==> config.mk <==
export PLATFORM = sky130hd
export DESIGN_NAME = link_bringup_seq
export DESIGN_NICKNAME = d
export VERILOG_FILES = /design/src/rtl/lbs_pkg.sv /design/src/rtl/lbs_access_port.sv /design/src/rtl/lbs_span_timer.sv /design/src/rtl/link_bringup_seq.sv
export SDC_FILE = /design/constraint.sdc
export NUM_CORES = 1
export LEC_CHECK = 0
export ABC_AREA = 0
export BUFFER_PORTS_ARGS = -buffer_cell sky130_fd_sc_hd__buf_4
export CAP_MARGIN = 25
export CORE_AREA = 8 8 145 147
export CTS_BUF_LIST = sky130_fd_sc_hd__clkbuf_4 sky130_fd_sc_hd__clkbuf_8
export DETAILED_ROUTE_END_ITERATION = 8
export DIE_AREA = 0 0 153 155
export GPL_TIMING_DRIVEN = 0
export PLACE_DENSITY = 0.81
export REMOVE_ABC_BUFFERS = 1
export SYNTH_ARGS = -nofsm -noshare
export SYNTH_HDL_FRONTEND = slang
export SYNTH_SLANG_ARGS = --single-unit
==> constraint.sdc <==
create_clock -name clk -period 2.92 [get_ports clk]
set_input_delay 0.438 -clock clk [delete_from_list [all_inputs] [get_ports clk]]
set_output_delay 0.438 -clock clk [all_outputs]
set_load 0.1 [all_outputs]
==> src/rtl/lbs_pkg.sv <==
package lbs_pkg;

    localparam int REG_DW     = 32;
    localparam int PHY_DW     = 16;
    localparam int OP_AW      = 16;
    localparam int SPD_W      = 4;
    localparam int SPD_CHG_B  = 17;
    localparam int NEG_SPD_LO = 16;
    localparam int RX_DAT_B   = 5;
    localparam int RX_PLL_B   = 3;

    localparam logic [SPD_W-1:0] GEN_ONE = 4'd1;
    localparam logic [SPD_W-1:0] GEN_TWO = 4'd2;

    typedef enum logic [4:0] {
        S_IDLE, S_CAP_RD, S_CAP_WR, S_WAIT_LINK,
        S_CAP2_RD, S_CAP2_WR, S_SPD_RD, S_SPD_WR, S_POLL,
        S_WAIT_LINK2, S_STAT_RD,
        S_RX_SET_RD, S_RX_SET_WR, S_RX_HOLD, S_RX_CLR_RD, S_RX_CLR_WR
    } seq_state_t;

    typedef struct packed {
        logic              phy;
        logic              we;
        logic [OP_AW-1:0]  addr;
        logic [REG_DW-1:0] data;
    } acc_op_t;

    function automatic acc_op_t mk_op(input logic phy, input logic we,
                                      input logic [OP_AW-1:0] a,
                                      input logic [REG_DW-1:0] d);
        acc_op_t o;
        o.phy  = phy;
        o.we   = we;
        o.addr = a;
        o.data = d;
        return o;
    endfunction

    function automatic logic [REG_DW-1:0] with_speed(input logic [REG_DW-1:0] w,
                                                     input logic [SPD_W-1:0] g);
        logic [REG_DW-1:0] r;
        r = w;
        r[SPD_W-1:0] = g;
        return r;
    endfunction

    function automatic logic [PHY_DW-1:0] rx_override(input logic [PHY_DW-1:0] w,
                                                      input logic on);
        logic [PHY_DW-1:0] r;
        r = w;
        r[RX_DAT_B] = on;
        r[RX_PLL_B] = on;
        return r;
    endfunction

endpackage

==> src/rtl/lbs_access_port.sv <==
module lbs_access_port #(
    parameter int AW = 12,
    parameter int DW = 32
) (
    input  logic          clk,
    input  logic          rst,
    input  logic          go,
    input  logic          go_we,
    input  logic [AW-1:0] go_addr,
    input  logic [DW-1:0] go_data,
    output logic          req,
    output logic          we,
    output logic [AW-1:0] addr,
    output logic [DW-1:0] wdata,
    input  logic          ack,
    input  logic [DW-1:0] rdata_in,
    output logic          done,
    output logic [DW-1:0] rdata_q
);

    always_ff @(posedge clk) begin
        if (rst) begin
            req     <= 1'b0;
            we      <= 1'b0;
            addr    <= '0;
            wdata   <= '0;
            done    <= 1'b0;
            rdata_q <= '0;
        end else begin
            done <= 1'b0;
            if (req) begin
                if (ack) begin
                    req     <= 1'b0;
                    done    <= 1'b1;
                    rdata_q <= rdata_in;
                end
            end else if (go) begin
                req   <= 1'b1;
                we    <= go_we;
                addr  <= go_addr;
                wdata <= go_data;
            end
        end
    end

endmodule

==> src/rtl/lbs_span_timer.sv <==
module lbs_span_timer #(
    parameter int W = 16
) (
    input  logic         clk,
    input  logic         rst,
    input  logic         run,
    input  logic [W-1:0] limit,
    output logic         expired
);

    logic [W-1:0] cnt;

    assign expired = run && (cnt >= limit);

    always_ff @(posedge clk) begin
        if (rst || !run) begin
            cnt <= '0;
        end else if (!expired) begin
            cnt <= cnt + 1'b1;
        end
    end

endmodule

==> src/rtl/link_bringup_seq.sv <==
module link_bringup_seq
    import lbs_pkg::*;
#(
    parameter int          REG_AW      = 12,
    parameter int          PHY_AW      = 16,
    parameter int          TO_W        = 20,
    parameter int          POLL_MAX    = 200,
    parameter int          HOLD_CYCLES = 250000,
    parameter logic [15:0] CAP_ADDR    = 16'h007C,
    parameter logic [15:0] STAT_ADDR   = 16'h0080,
    parameter logic [15:0] SPD_ADDR    = 16'h080C,
    parameter logic [15:0] RXOVRD_ADDR = 16'h1005
) (
    input  logic              clk,
    input  logic              rst,
    input  logic              start,
    input  logic [1:0]        max_gen,
    input  logic [TO_W-1:0]   link_timeout,
    input  logic              link_up,
    input  logic              link_training,
    output logic              train_en,
    output logic              reg_req,
    output logic              reg_we,
    output logic [REG_AW-1:0] reg_addr,
    output logic [31:0]       reg_wdata,
    input  logic              reg_ack,
    input  logic [31:0]       reg_rdata,
    output logic              phy_req,
    output logic              phy_we,
    output logic [PHY_AW-1:0] phy_addr,
    output logic [15:0]       phy_wdata,
    input  logic              phy_ack,
    input  logic [15:0]       phy_rdata,
    output logic              done,
    output logic              fail,
    output logic [3:0]        cur_speed
);

    localparam int PW = $clog2(POLL_MAX + 1);
    localparam int HW = $clog2(HOLD_CYCLES + 1);
    localparam logic [PW-1:0] POLL_LAST = PW'(POLL_MAX - 1);
    localparam logic [HW-1:0] HOLD_LIM  = HW'(HOLD_CYCLES);

    seq_state_t          st;
    acc_op_t             op_q;
    logic                go_q;
    logic                train_q, done_q, fail_q, gen2_q;
    logic [SPD_W-1:0]    speed_q;
    logic [PW-1:0]       poll_q;

    logic                reg_done, phy_done, acc_done;
    logic [REG_DW-1:0]   reg_rd;
    logic [PHY_DW-1:0]   phy_rd;
    logic                link_ok, link_exp, hold_exp;
    logic                wait_run, hold_run;

    // Configuration-space access port
    lbs_access_port #(.AW(REG_AW), .DW(REG_DW)) u_reg_port (
        .clk      (clk),
        .rst      (rst),
        .go       (go_q && !op_q.phy),
        .go_we    (op_q.we),
        .go_addr  (op_q.addr[REG_AW-1:0]),
        .go_data  (op_q.data),
        .req      (reg_req),
        .we       (reg_we),
        .addr     (reg_addr),
        .wdata    (reg_wdata),
        .ack      (reg_ack),
        .rdata_in (reg_rdata),
        .done     (reg_done),
        .rdata_q  (reg_rd)
    );

    // PHY internal register access port
    lbs_access_port #(.AW(PHY_AW), .DW(PHY_DW)) u_phy_port (
        .clk      (clk),
        .rst      (rst),
        .go       (go_q && op_q.phy),
        .go_we    (op_q.we),
        .go_addr  (op_q.addr[PHY_AW-1:0]),
        .go_data  (op_q.data[PHY_DW-1:0]),
        .req      (phy_req),
        .we       (phy_we),
        .addr     (phy_addr),
        .wdata    (phy_wdata),
        .ack      (phy_ack),
        .rdata_in (phy_rdata),
        .done     (phy_done),
        .rdata_q  (phy_rd)
    );

    assign wait_run = (st == S_WAIT_LINK) || (st == S_WAIT_LINK2);
    assign hold_run = (st == S_RX_HOLD);

    lbs_span_timer #(.W(TO_W)) u_link_timer (
        .clk     (clk),
        .rst     (rst),
        .run     (wait_run),
        .limit   (link_timeout),
        .expired (link_exp)
    );

    lbs_span_timer #(.W(HW)) u_hold_timer (
        .clk     (clk),
        .rst     (rst),
        .run     (hold_run),
        .limit   (HOLD_LIM),
        .expired (hold_exp)
    );

    assign acc_done = reg_done || phy_done;
    assign link_ok  = link_up && !link_training;

    assign train_en  = train_q;
    assign done      = done_q;
    assign fail      = fail_q;
    assign cur_speed = speed_q;

    always_ff @(posedge clk) begin
        if (rst) begin
            st      <= S_IDLE;
            op_q    <= '0;
            go_q    <= 1'b0;
            train_q <= 1'b0;
            done_q  <= 1'b0;
            fail_q  <= 1'b0;
            gen2_q  <= 1'b0;
            speed_q <= '0;
            poll_q  <= '0;
        end else begin
            go_q   <= 1'b0;
            done_q <= 1'b0;
            fail_q <= 1'b0;
            unique case (st)
                S_IDLE: if (start) begin
                    speed_q <= '0;
                    train_q <= 1'b0;
                    gen2_q  <= (max_gen >= 2'd2);
                    op_q    <= mk_op(1'b0, 1'b0, CAP_ADDR, '0);
                    go_q    <= 1'b1;
                    st      <= S_CAP_RD;
                end
                S_CAP_RD: if (acc_done) begin
                    op_q <= mk_op(1'b0, 1'b1, CAP_ADDR, with_speed(reg_rd, GEN_ONE));
                    go_q <= 1'b1;
                    st   <= S_CAP_WR;
                end
                S_CAP_WR: if (acc_done) begin
                    train_q <= 1'b1;
                    st      <= S_WAIT_LINK;
                end
                S_WAIT_LINK: begin
                    if (link_ok) begin
                        op_q <= mk_op(1'b0, 1'b0, gen2_q ? CAP_ADDR : STAT_ADDR, '0);
                        go_q <= 1'b1;
                        st   <= gen2_q ? S_CAP2_RD : S_STAT_RD;
                    end else if (link_exp) begin
                        op_q <= mk_op(1'b1, 1'b0, RXOVRD_ADDR, '0);
                        go_q <= 1'b1;
                        st   <= S_RX_SET_RD;
                    end
                end
                S_CAP2_RD: if (acc_done) begin
                    op_q <= mk_op(1'b0, 1'b1, CAP_ADDR, with_speed(reg_rd, GEN_TWO));
                    go_q <= 1'b1;
                    st   <= S_CAP2_WR;
                end
                S_CAP2_WR: if (acc_done) begin
                    op_q <= mk_op(1'b0, 1'b0, SPD_ADDR, '0);
                    go_q <= 1'b1;
                    st   <= S_SPD_RD;
                end
                S_SPD_RD: if (acc_done) begin
                    op_q   <= mk_op(1'b0, 1'b1, SPD_ADDR, reg_rd | (REG_DW'(1) << SPD_CHG_B));
                    go_q   <= 1'b1;
                    poll_q <= '0;
                    st     <= S_SPD_WR;
                end
                S_SPD_WR: if (acc_done) begin
                    op_q <= mk_op(1'b0, 1'b0, SPD_ADDR, '0);
                    go_q <= 1'b1;
                    st   <= S_POLL;
                end
                S_POLL: if (acc_done) begin
                    if (!reg_rd[SPD_CHG_B]) begin
                        st <= S_WAIT_LINK2;
                    end else if (poll_q == POLL_LAST) begin
                        op_q <= mk_op(1'b1, 1'b0, RXOVRD_ADDR, '0);
                        go_q <= 1'b1;
                        st   <= S_RX_SET_RD;
                    end else begin
                        poll_q <= poll_q + 1'b1;
                        op_q   <= mk_op(1'b0, 1'b0, SPD_ADDR, '0);
                        go_q   <= 1'b1;
                    end
                end
                S_WAIT_LINK2: begin
                    if (link_ok) begin
                        op_q <= mk_op(1'b0, 1'b0, STAT_ADDR, '0);
                        go_q <= 1'b1;
                        st   <= S_STAT_RD;
                    end else if (link_exp) begin
                        op_q <= mk_op(1'b1, 1'b0, RXOVRD_ADDR, '0);
                        go_q <= 1'b1;
                        st   <= S_RX_SET_RD;
                    end
                end
                S_STAT_RD: if (acc_done) begin
                    speed_q <= reg_rd[NEG_SPD_LO +: SPD_W];
                    done_q  <= 1'b1;
                    st      <= S_IDLE;
                end
                S_RX_SET_RD: if (acc_done) begin
                    op_q <= mk_op(1'b1, 1'b1, RXOVRD_ADDR,
                                  {{(REG_DW-PHY_DW){1'b0}}, rx_override(phy_rd, 1'b1)});
                    go_q <= 1'b1;
                    st   <= S_RX_SET_WR;
                end
                S_RX_SET_WR: if (acc_done) begin
                    st <= S_RX_HOLD;
                end
                S_RX_HOLD: if (hold_exp) begin
                    op_q <= mk_op(1'b1, 1'b0, RXOVRD_ADDR, '0);
                    go_q <= 1'b1;
                    st   <= S_RX_CLR_RD;
                end
                S_RX_CLR_RD: if (acc_done) begin
                    op_q <= mk_op(1'b1, 1'b1, RXOVRD_ADDR,
                                  {{(REG_DW-PHY_DW){1'b0}}, rx_override(phy_rd, 1'b0)});
                    go_q <= 1'b1;
                    st   <= S_RX_CLR_WR;
                end
                S_RX_CLR_WR: if (acc_done) begin
                    done_q <= 1'b1;
                    fail_q <= 1'b1;
                    st     <= S_IDLE;
                end
                default: st <= S_IDLE;
            endcase
        end
    end

endmodule

==> out/metrics.csv, run 1 <==
stage,metric,value,unit
layout,final_common_cell,nand2_1,
route,vias_per_cell,5.65,
route,dr.first_iter.drc_count,595,
route,ant_nets,0,
placed_design,placed_cells,1559,
worst_setup_path,start_kind,flop,
clock_network,clkLatencyLatePin,0.53,ns
power,power.share.clock,0.452,
timing,setup_viol,0,
timing,final.min_clock_period,2.77,ns
synth,synth_area_leaders,"dfxtp_1 (47%), nand2_1 (11%), a21oi_1 (8.0%), ha_1 (3.0%), nor2_1 (2.5%)",
power,seqPwrFrac,0.497,
layout,fin_cells,1632,
layout,drive_gt1_frac,0.195,
worst_setup_path,startpoint,u_link_timer.cnt[0],
floorplanning,io_pins,164,
clock_network,cts_tree,built,
global_route,track_usage,0.219,
placed_design,gp_congestion,0.874,
clock_network,cts-buffers-inserted,39,
timing,fin_skew,0.0308,ns
power,vdd_drop_max,0.000463,V
power,switching_power,1.55,mW
power,powerDensity,536,nW/um^2
timing,worst_pin_slew,0.884,ns
timing,clock.fmax,361,MHz
timing,slew_viol_final,0,
worst_hold_path,hold_path_class,input pin to flop,
synth,postSynthAreaPerCell,8.24,sq um
global_route,antenna_found_initial,1,
clock_network,clkSinkCount,238,
layout,final_cell_mix,"nand2_1 (304), dfxtp_1 (234), a21oi_1 (162)",
layout,synthToLayoutAreaGrowth,22.2,%
power,pwr-share-comb,0.050,
power,sw_frac_of_total,0.234,
timing,grt_setup_unrepaired,no,
power,power,6.62,mW
timing,hold_violations,0,
layout,nets,1464,
global_route,grt_max_degree,93,
global_route,grt_pass1_wl,43700,um
worst_setup_path,required,3.32,ns
clock_network,path_clk_slew,0.06,ns
synth,synth_top_area_frac,0.471,
floorplanning,start_util,0.533,
placed_design,placed_area,11500,sq um
timing,finalCritPeriodShare,0.948,
synth,synth-edff-count,0,
power,p_int,5.07,mW
placed_design,hpwl,18400,um
route,wl_per_cell,16.4,um
synth,ys_types,73,
synth,async_flop_share,0,
synth,ys_ff_latch,238,
worst_setup_path,critPathCaptureType,flop,
synth,synth_area,10100,sq um
synth,postSynthCellCount,1227,
power,total_leakage_power,4.62,nW
worst_setup_path,rr_startpoint,u_link_timer.cnt[0],
status,status,"finished, final reports clean",
timing,relSlewSlack,0.409,
layout,fin_area,12300,sq um
layout,utilization,0.652,
worst_setup_path,critPathKind,flop to flop,
worst_hold_path,min_from,reg_rdata[24],
floorplanning,core,19000,sq um
clock_network,cts_max_level,2,
synth,ys_seq_area_frac,0.471,
route,finalWirelength,26800,um
clock_network,postCtsHoldBufs,0,
floorplanning,rows,51,
floorplanning,die_area,23700,sq um
synth,yosysWarnings,0,
route,dr.pass1.iters,5,
worst_setup_path,crit_fanout,9,
global_route,grt-ovfl-total,0,
synth,yosysTopAreaCell,dfxtp_1,
route,drc,0,
global_route,grt_pass1_vias,8984,
job,cap_violations,0,
clock_network,cts_max_path_buffers,3,
worst_setup_path,cp.arrival,3.17,ns
clock_network,root_buffer,clkbuf_8,
floorplanning,dieWidth,153,um
placed_design,io_buffers,160,
route,via_count,9224,
floorplanning,die_y,155,um
synth,dominantRegCellSynth,dfxtp_1,
## metrics by stage
step / hold slack [ns] / TNS [ns] / setup WS, ns
6_report: 0.155 / 0 / 0.150
5_1_grt: 0.133 / 0 / 0.00654
4_1_cts: 0.137 / 0 / 0.138
3_5_place_dp: 0.441 / -8.19 / -0.263
3_3_place_gp: 0.437 / -132.04 / -2.41
2_1_floorplan: 0.421 / -30.82 / -0.685
## path summary, 6_finish.rpt
check | to | slack (ns) | depth (start not counted)
setup / recovery | op_q[49] | 0.15 | 8
hold / removal | u_reg_port.rdata_q[24] | 0.16 | 3
setup reg to reg | op_q[49] | 0.15 | 8
hold reg to reg | u_phy_port.addr[14] | 0.45 | 2
## kinds of logic after synthesis
family,after synthesis,synth area share
AO/OA/AOI/OAI,282,0.175
XOR/XNOR,27,0.0234
adder cells (fa/ha/maj),24,0.0297
buffers and inverters,106,0.0453
flip-flops,238,0.471
multiplexers,14,0.0145
other,1,0.000371
AND/OR/NAND/NOR,535,0.240
## state kept, by name (all words and copies together) (netlist names), 4 cells and up
| register | count |
|---|---|
| poll_q | 8 |
| cur_speed | 4 |
| u_phy_port.rdata_q | 14 |
| u_reg_port.addr | 12 |
| u_phy_port.wdata | 16 |
| op_q | 50 |
| u_hold_timer.cnt | 18 |
| u_reg_port.rdata_q | 32 |
| u_phy_port.addr | 16 |
| st | 5 |
| u_link_timer.cnt | 20 |
| u_reg_port.wdata | 32 |
## power by group through the flow
stage | Combinational, mW | Clock (mW) | Sequential, mW
2_1_floorplan | 0.124 | 0 | 3.37
3_3_place_gp | 0.297 | 0 | 3.36
3_5_place_dp | 0.325 | 0 | 3.36
4_1_cts | 0.331 | 3.04 | 3.29
5_1_grt | 0.361 | 3.21 | 3.29
6_report | 0.334 | 3.00 | 3.29
## worst max-delay path, cell delays in order (launching register included)
cell       delay [ns]
dfxtp_1          0.47
inv_1            0.09
ha_1             0.27
nand2b_4         0.15
a2111oi_4        0.36
nor4_1           0.15
nor3_2           0.57
a21oi_1          0.32
o21a_1           0.26
## cell usage after synthesis (6+ instances only)
cell type    n
or4_1        6
inv_1       30
xor2_1       7
o21ai_0     19
a22o_1      14
or3_1       17
a21o_1       7
clkbuf_1    51
buf_2       13
xnor2_1     20
nor2b_1      6
nand2b_1     8
o2bb2ai_1   21
nor2_1      67
ha_1        24
nor4_1       9
nand4_1     18
nand2_1    304
a22oi_1     13
nand3_1     32
o21a_1       6
and2_1      13
mux2i_1     12
nor3_1      19
a21oi_1    162
dfxtp_1    238
and3_1      12
## area by class of cell
cell class | count | area (sq um)
fillers | 1598 | 6600
multi-input cells | 883 | 4920
flip-flops and latches | 238 | 4770
repair buffers | 171 | 1420
clock buffers | 59 | 756
well taps | 238 | 298
inverters | 30 | 113
clock inverters | 12 | 68.8
diodes | 1 | 2.50
## timing repair
item / 4_1_cts / 5_1_grt
pin swaps: 1 / 0
gates resized for setup: 4 / 3
hold endpoints to repair: 0 / 0
setup buffers: 1 / 0
setup endpoints to repair: 38 / 23
## metal layers
metal / vias to the layer above / track usage / part of all wire
met5: - / 0 / 0
met2: 314 / 0.364 / 0.47
met3: 71 / 0.0605 / 0.070
li1: 4507 / - / -
met4: 0 / 0.110 / 0.037
met1: 4332 / 0.256 / 0.42
Power figures use the tool's default switching activity.
==> run 2, diff against run 1 <==
--- a/config.mk
+++ b/config.mk
@@ -13,7 +13,8 @@
 export DETAILED_ROUTE_END_ITERATION = 8
 export DIE_AREA = 0 0 153 155
 export GPL_TIMING_DRIVEN = 0
-export PLACE_DENSITY = 0.81
+export MAX_ROUTING_LAYER = met4
+export PLACE_DENSITY_LB_ADDON = 0.2
 export REMOVE_ABC_BUFFERS = 1
 export SYNTH_ARGS = -nofsm -noshare
 export SYNTH_HDL_FRONTEND = slang
==> out/metrics.csv, run 2 (synthesis gave the netlist of run 1 again) <==
stage,metric,value,unit,change
status,status,"finished, final reports clean",,
floorplanning,start_util,0.533,,unchanged
timing,grt_setup_unrepaired,no,,
timing,slew_viol_final,0,,unchanged
layout,drive_gt1_frac,0.194,,-0.00102
placed_design,io_buffers,160,,unchanged
route,vias_per_cell,5.55,,-1.8%
layout,largest_reg_flops,50,,unchanged
timing,final.min_clock_period,2.81,ns,+0.0441 ns
worst_hold_path,hold_path_class,input pin to flop,,
layout,reg.largest.list,"op_q: 50 flops, u_reg_port.rdata_q: 32 flops, u_reg_port.wdata: 32 flops",,
job,cap_violations,0,,unchanged
clock_network,cts_max_path_buffers,3,,unchanged
layout,synthToLayoutAreaGrowth,22.0,%,
placed_design,hpwl,17800,um,-3.5%
power,vdd_drop_max,0.000427,V,-7.9%
power,total_leakage_power,4.61,nW,-0.32%
global_route,track_usage,0.224,,+0.00484
layout,fillers,1625,,+1.7%
clock_network,clkLatencyLatePin,0.53,ns,about the same
layout,regMostFlops,op_q,,
power,powerDensity,536,nW/um^2,about the same
timing,relSlewSlack,0.388,,-0.0207
route,dr.first_iter.drc_count,558,,-6.2%
floorplanning,dieWidth,153,um,unchanged
floorplanning,io_pins,164,,unchanged
route,finalWirelength,26400,um,-1.5%
floorplanning,die_area,23700,sq um,unchanged
clock_network,cts_max_level,2,,unchanged
worst_setup_path,critPathKind,flop to flop,,
layout,utilization,0.651,,-0.000858
layout,regArea,4770,sq um,unchanged
worst_setup_path,start_kind,flop,,
route,wl_met2,12500,um,-1.1%
clock_network,root_buffer,clkbuf_8,,
global_route,antenna_found_initial,0,,-1
timing,hold_violations,0,,unchanged
route,routed-wl-met3,1650,um,-12%
route,wirelength_met1,11800,um,+3.5%
clock_network,clkSinkCount,238,,unchanged
clock_network,cts-buffers-inserted,39,,unchanged
global_route,grt_pass1_wl,43200,um,-1.1%
floorplanning,rows,51,,unchanged
worst_setup_path,critPathCaptureType,flop,,
placed_design,gp_congestion,0.873,,about the same
layout,final_cell_mix,"nand2_1 (304), dfxtp_1 (234), a21oi_1 (162)",,
global_route,grt_max_degree,94,,+1.1%
route,dr.max_layer_used,met4,,
timing,fin_tns_setup,0,ns,unchanged
clock_network,path_clk_slew,0.06,ns,about the same
floorplanning,die_y,155,um,unchanged
route,via_count,9038,,-2.0%
floorplanning,core,19000,sq um,unchanged
layout,antennaDiodeCount,0,,-1
timing,finalCritPeriodShare,0.964,,+0.0151
global_route,grt-ovfl-total,0,,unchanged
timing,clock.fmax,355,MHz,-1.6%
worst_setup_path,cp.arrival,3.24,ns,+0.07 ns
route,wl_per_cell,16.2,um,-1.3%
worst_setup_path,required,3.34,ns,+0.02 ns
layout,nets,1464,,unchanged
route,dr.pass1.iters,7,,+2
timing,holdWs,0.152,ns,-0.00313 ns
power,power,6.61,mW,-0.20%
timing,setup_viol,0,,unchanged
clock_network,cts_tree,built,,
global_route,grt_pass1_vias,8687,,-3.3%
route,drc,0,,unchanged
worst_setup_path,crit_fanout,24,,+15
layout,multiInputGateArea,4940,sq um,+0.33%
timing,worst_pin_slew,0.914,ns,+0.0292 ns
layout,final_common_cell,nand2_1,,
route,ant_nets,0,,unchanged
timing,fin_skew,0.0101,ns,-0.0207 ns
run 2: cell types whose count changed in the layout (fill, tap and decap cells not counted), sizes merged:
cell,delta
buf,-1
clkinvlp,-2
clkbuf,+4
inv,+1
clkinv,-6
a21oi,+1
diode,-1
run 2: cell type report:
cell class	instances	share of cell area
timing repair buffer	170	0.113
clock inverter	5	0.00264
clock buffer	63	0.0637
inverter	30	0.00913
multi-input combinational	884	0.400
tap	238	0.0241
sequential	238	0.387
run 2: repair_timing:
action                                  in CTS  in global routing
setup buffers                                0                  0
gates cloned                                 1                  0
endpoints found under the setup margin      40                 44
resized for setup                            3                  5
hold buffers                                 0                  0
pin swaps                                    1                  1
run 2: per-layer routing:
layer | vias up | track usage
li1 | 4510 | -
met1 | 4241 | 0.278
met2 | 243 | 0.362
met3 | 44 | 0.0458
met4 | 0 | 0.0697
met5 | - | -
run 2: through the flow:
stage / instance area [sq um] / setup slack, ns / instances
floorplan: 9760 / -0.685 / 1151
global placement: 11300 / -2.66 / 1549
detailed placement: 11500 / -0.224 / 1559
CTS: 12300 / 0.0427 / 1628
global route: 12300 / 0.00643 / 1628
finish: 12300 / 0.106 / 1628
run 2: where the power goes:
part,total (mW),switching (mW),internal [mW]
Clock,2.98,1.28,1.71
Sequential,3.29,0.0258,3.27
Combinational,0.331,0.196,0.136
Total,6.61,1.50,5.11
run 2: final timing paths:
kind / start / endpoint / slack (ns) / cells past startpoint
worst min-delay path: reg_rdata[21] / u_reg_port.rdata_q[21] / 0.15 / 3
worst max register to register: u_link_timer.cnt[19] / op_q[26] / 0.11 / 8
worst max-delay path: u_link_timer.cnt[19] / op_q[26] / 0.11 / 8
worst min register to register: op_q[46] / u_phy_port.addr[14] / 0.45 / 2
run 2: critical path: stages, from the launching register on:
cell and delay (ns):
dfxtp_1 0.32, ha_1 0.34, nand4_1 0.24, or3_1 0.46, or4_4 0.46, nand4_2 0.21, a21oi_4 0.18, buf_16 0.24
a22o_1 0.24
==> run 3, diff against run 2 <==
--- a/config.mk
+++ b/config.mk
@@ -8,10 +8,10 @@
 export ABC_AREA = 0
 export BUFFER_PORTS_ARGS = -buffer_cell sky130_fd_sc_hd__buf_4
 export CAP_MARGIN = 25
-export CORE_AREA = 8 8 145 147
+export CORE_AREA = 8 8 159 161
 export CTS_BUF_LIST = sky130_fd_sc_hd__clkbuf_4 sky130_fd_sc_hd__clkbuf_8
 export DETAILED_ROUTE_END_ITERATION = 8
-export DIE_AREA = 0 0 153 155
+export DIE_AREA = 0 0 167 169
 export GPL_TIMING_DRIVEN = 0
 export MAX_ROUTING_LAYER = met4
 export PLACE_DENSITY_LB_ADDON = 0.2
==> out/metrics.csv, run 3 (synthesis gave the netlist of run 1 again) <==
stage,metric,value,unit,change
status,status,"finished, final reports clean",,
timing,worst_pin_slew,0.889,ns,-0.0243 ns
timing,relSlewSlack,0.407,,+0.0189
clock_network,root_buffer,clkbuf_8,,
floorplanning,io_pins,164,,unchanged
worst_hold_path,hold_path_class,input pin to flop,,
floorplanning,start_util,0.441,,-0.0922
global_route,track_usage,0.193,,-0.0307
worst_setup_path,rr_worst_depth,8,,unchanged
worst_setup_path,crit_chain,"inv_1, ha_1, nand2b_4, a2111oi_4, nor4_1, or4_1, or3_1, a21oi_1",,
floorplanning,dieWidth,167,um,+9.2%
timing,clock.fmax,363,MHz,+2.1%
timing,hold_violations,0,,unchanged
global_route,grt-ovfl-total,0,,unchanged
placed_design,io_buffers,160,,unchanged
worst_setup_path,timing.rr.end,u_link_timer.cnt[18],,
floorplanning,rows,56,,+9.8%
layout,fillers,2202,,+36%
route,ant_nets,0,,unchanged
clock_network,path_clk_slew,0.06,ns,about the same
timing,final.min_clock_period,2.76,ns,-0.0584 ns
route,dr.first_iter.drc_count,662,,+19%
worst_setup_path,max_stage_delay,0.68,ns,+0.22 ns
power,power,6.66,mW,+0.79%
route,drc,0,,unchanged
clock_network,clkSinkCount,238,,unchanged
power,powerDensity,539,nW/um^2,+0.50%
worst_setup_path,cp.arrival,3.20,ns,-0.04 ns
layout,drive_gt1_frac,0.193,,-0.000859
power,vdd_drop_max,0.000388,V,-9.0%
layout,synthToLayoutAreaGrowth,22.4,%,
route,wl_per_cell,16.3,um,+0.38%
power,total_leakage_power,4.60,nW,-0.18%
worst_setup_path,cp_num_cells,8,,unchanged
worst_setup_path,start_kind,flop,,
worst_setup_path,r2r_slack,0.16,ns,+0.06 ns
worst_setup_path,crit_end,u_link_timer.cnt[18],,
layout,multiInputGateArea,4910,sq um,-0.53%
floorplanning,die_area,28200,sq um,+19%
layout,nets,1466,,+0.14%
timing,finalCritPeriodShare,0.944,,-0.0200
timing,setup_viol,0,,unchanged
global_route,antenna_found_initial,0,,unchanged
layout,reg.largest.list,"op_q: 50 flops, u_reg_port.rdata_q: 32 flops, u_reg_port.wdata: 32 flops",,
layout,final_cell_mix,"nand2_1 (304), dfxtp_1 (234), a21oi_1 (162)",,
layout,regArea,4770,sq um,unchanged
clock_network,clkLatencyLatePin,0.53,ns,about the same
layout,fin_cells,1681,,+3.3%
placed_design,hpwl,18600,um,+4.9%
layout,final_common_cell,nand2_1,,
worst_setup_path,rr_startpoint,u_link_timer.cnt[0],,
route,vias_per_cell,5.31,,-4.3%
clock_network,cts_max_level,2,,unchanged
worst_setup_path,slowest_stage,or4_1,,
floorplanning,die_y,169,um,+9.0%
route,finalWirelength,27400,um,+3.6%
worst_setup_path,crit_buf_inv,1,,unchanged
clock_network,cts_max_path_buffers,3,,unchanged
worst_setup_path,critPathKind,flop to flop,,
global_route,grt_pass1_wl,44500,um,+2.9%
placed_design,pre_cts_slack,-0.183,ns,+0.0407 ns
worst_setup_path,startpoint,u_link_timer.cnt[0],,
clock_network,cts-buffers-inserted,40,,+2.6%
floorplanning,core,22900,sq um,+21%
worst_setup_path,required,3.37,ns,+0.03 ns
worst_setup_path,critical-path-top-delay-family,simple AND/OR/NAND/NOR gates,,
layout,regMostFlops,op_q,,
placed_design,placed_cells,1612,,+3.4%
timing,setup_slack,0.165,ns,+0.0584 ns
clock_network,cts_tree,built,,
placed_design,gp_congestion,0.829,,-5.1%
layout,largest_reg_flops,50,,unchanged
layout,antennaDiodeCount,0,,unchanged
worst_setup_path,critPathCaptureType,flop,,
job,cap_violations,0,,unchanged
route,via_count,8931,,-1.2%
timing,fin_skew,0.0221,ns,+0.0120 ns
worst_setup_path,crit_fanout,10,,-58%
clock_network,postCtsHoldBufs,0,,unchanged
timing,grt_setup_unrepaired,no,,
global_route,grt_pass1_vias,8717,,+0.35%
route,dr.pass1.iters,5,,-2
global_route,grt_max_degree,80,,-15%
timing,slew_viol_final,0,,unchanged
==> run 3: cell types whose count changed in the layout (fill, tap and decap cells not counted), sizes merged <==
cell	delta
clkinvlp	+1
buf	+2
a21oi	-1
inv	-1
clkinv	-1
clkbuf	+1
==> run 3: routing by layer <==
metal	global-route usage	wire length, um
met5	-	0
met3	0.0464	1670
met2	0.310	12700
met4	0.0513	466
met1	0.240	12600
==> run 3: worst min-delay path by stage <==
| stage | startpoint | to | cells after the start |
|---|---|---|---|
| floorplan | op_q[45] | u_phy_port.addr[13] | 2 |
| global placement | op_q[46] | u_phy_port.addr[14] | 2 |
| detailed placement | op_q[46] | u_phy_port.addr[14] | 2 |
| CTS | reg_rdata[30] | u_reg_port.rdata_q[30] | 3 |
| global route | reg_rdata[12] | u_reg_port.rdata_q[12] | 3 |
| finish | reg_rdata[30] | u_reg_port.rdata_q[30] | 3 |
==> run 3: repair_timing <==
item,4_1_cts,5_1_grt
endpoints found under the setup margin,28,32
pin swaps,1,1
cloned,0,0
setup buffers,0,1
resized for setup,4,1
==> run 3: final cells by class <==
class	count	share of cell area
multi-input cells	883	0.397
flip-flops and latches	238	0.386
repair buffers	172	0.111
clock buffers	64	0.0652
well taps	290	0.0293
inverters	30	0.00911
clock inverters	4	0.00212
==> run 3: stage by stage <==
step                      instance area [sq um]  TNS [ns]  hold WS, ns  utilization
after detailed placement                  11500     -4.79        0.441        0.503
after global routing                      12400         0        0.139        0.540
after floorplan                            9760    -30.82        0.421            -
after global placement                    11300   -161.02        0.437        0.494
final                                     12400         0        0.161        0.540
after CTS                                 12400         0        0.139        0.539
==> run 3: power by group <==
| part | internal (mW) | switching (mW) | leakage (nW) |
|---|---|---|---|
| registers | 3.27 | 0.0262 | 1.92 |
| logic | 0.134 | 0.192 | 2.24 |
| clock network | 1.74 | 1.30 | 0.442 |
==> run 3: worst min-delay path: stages <==
cell and delay (ns):
buf_4 0.11, nand2_1 0.04, a21oi_1 0.05
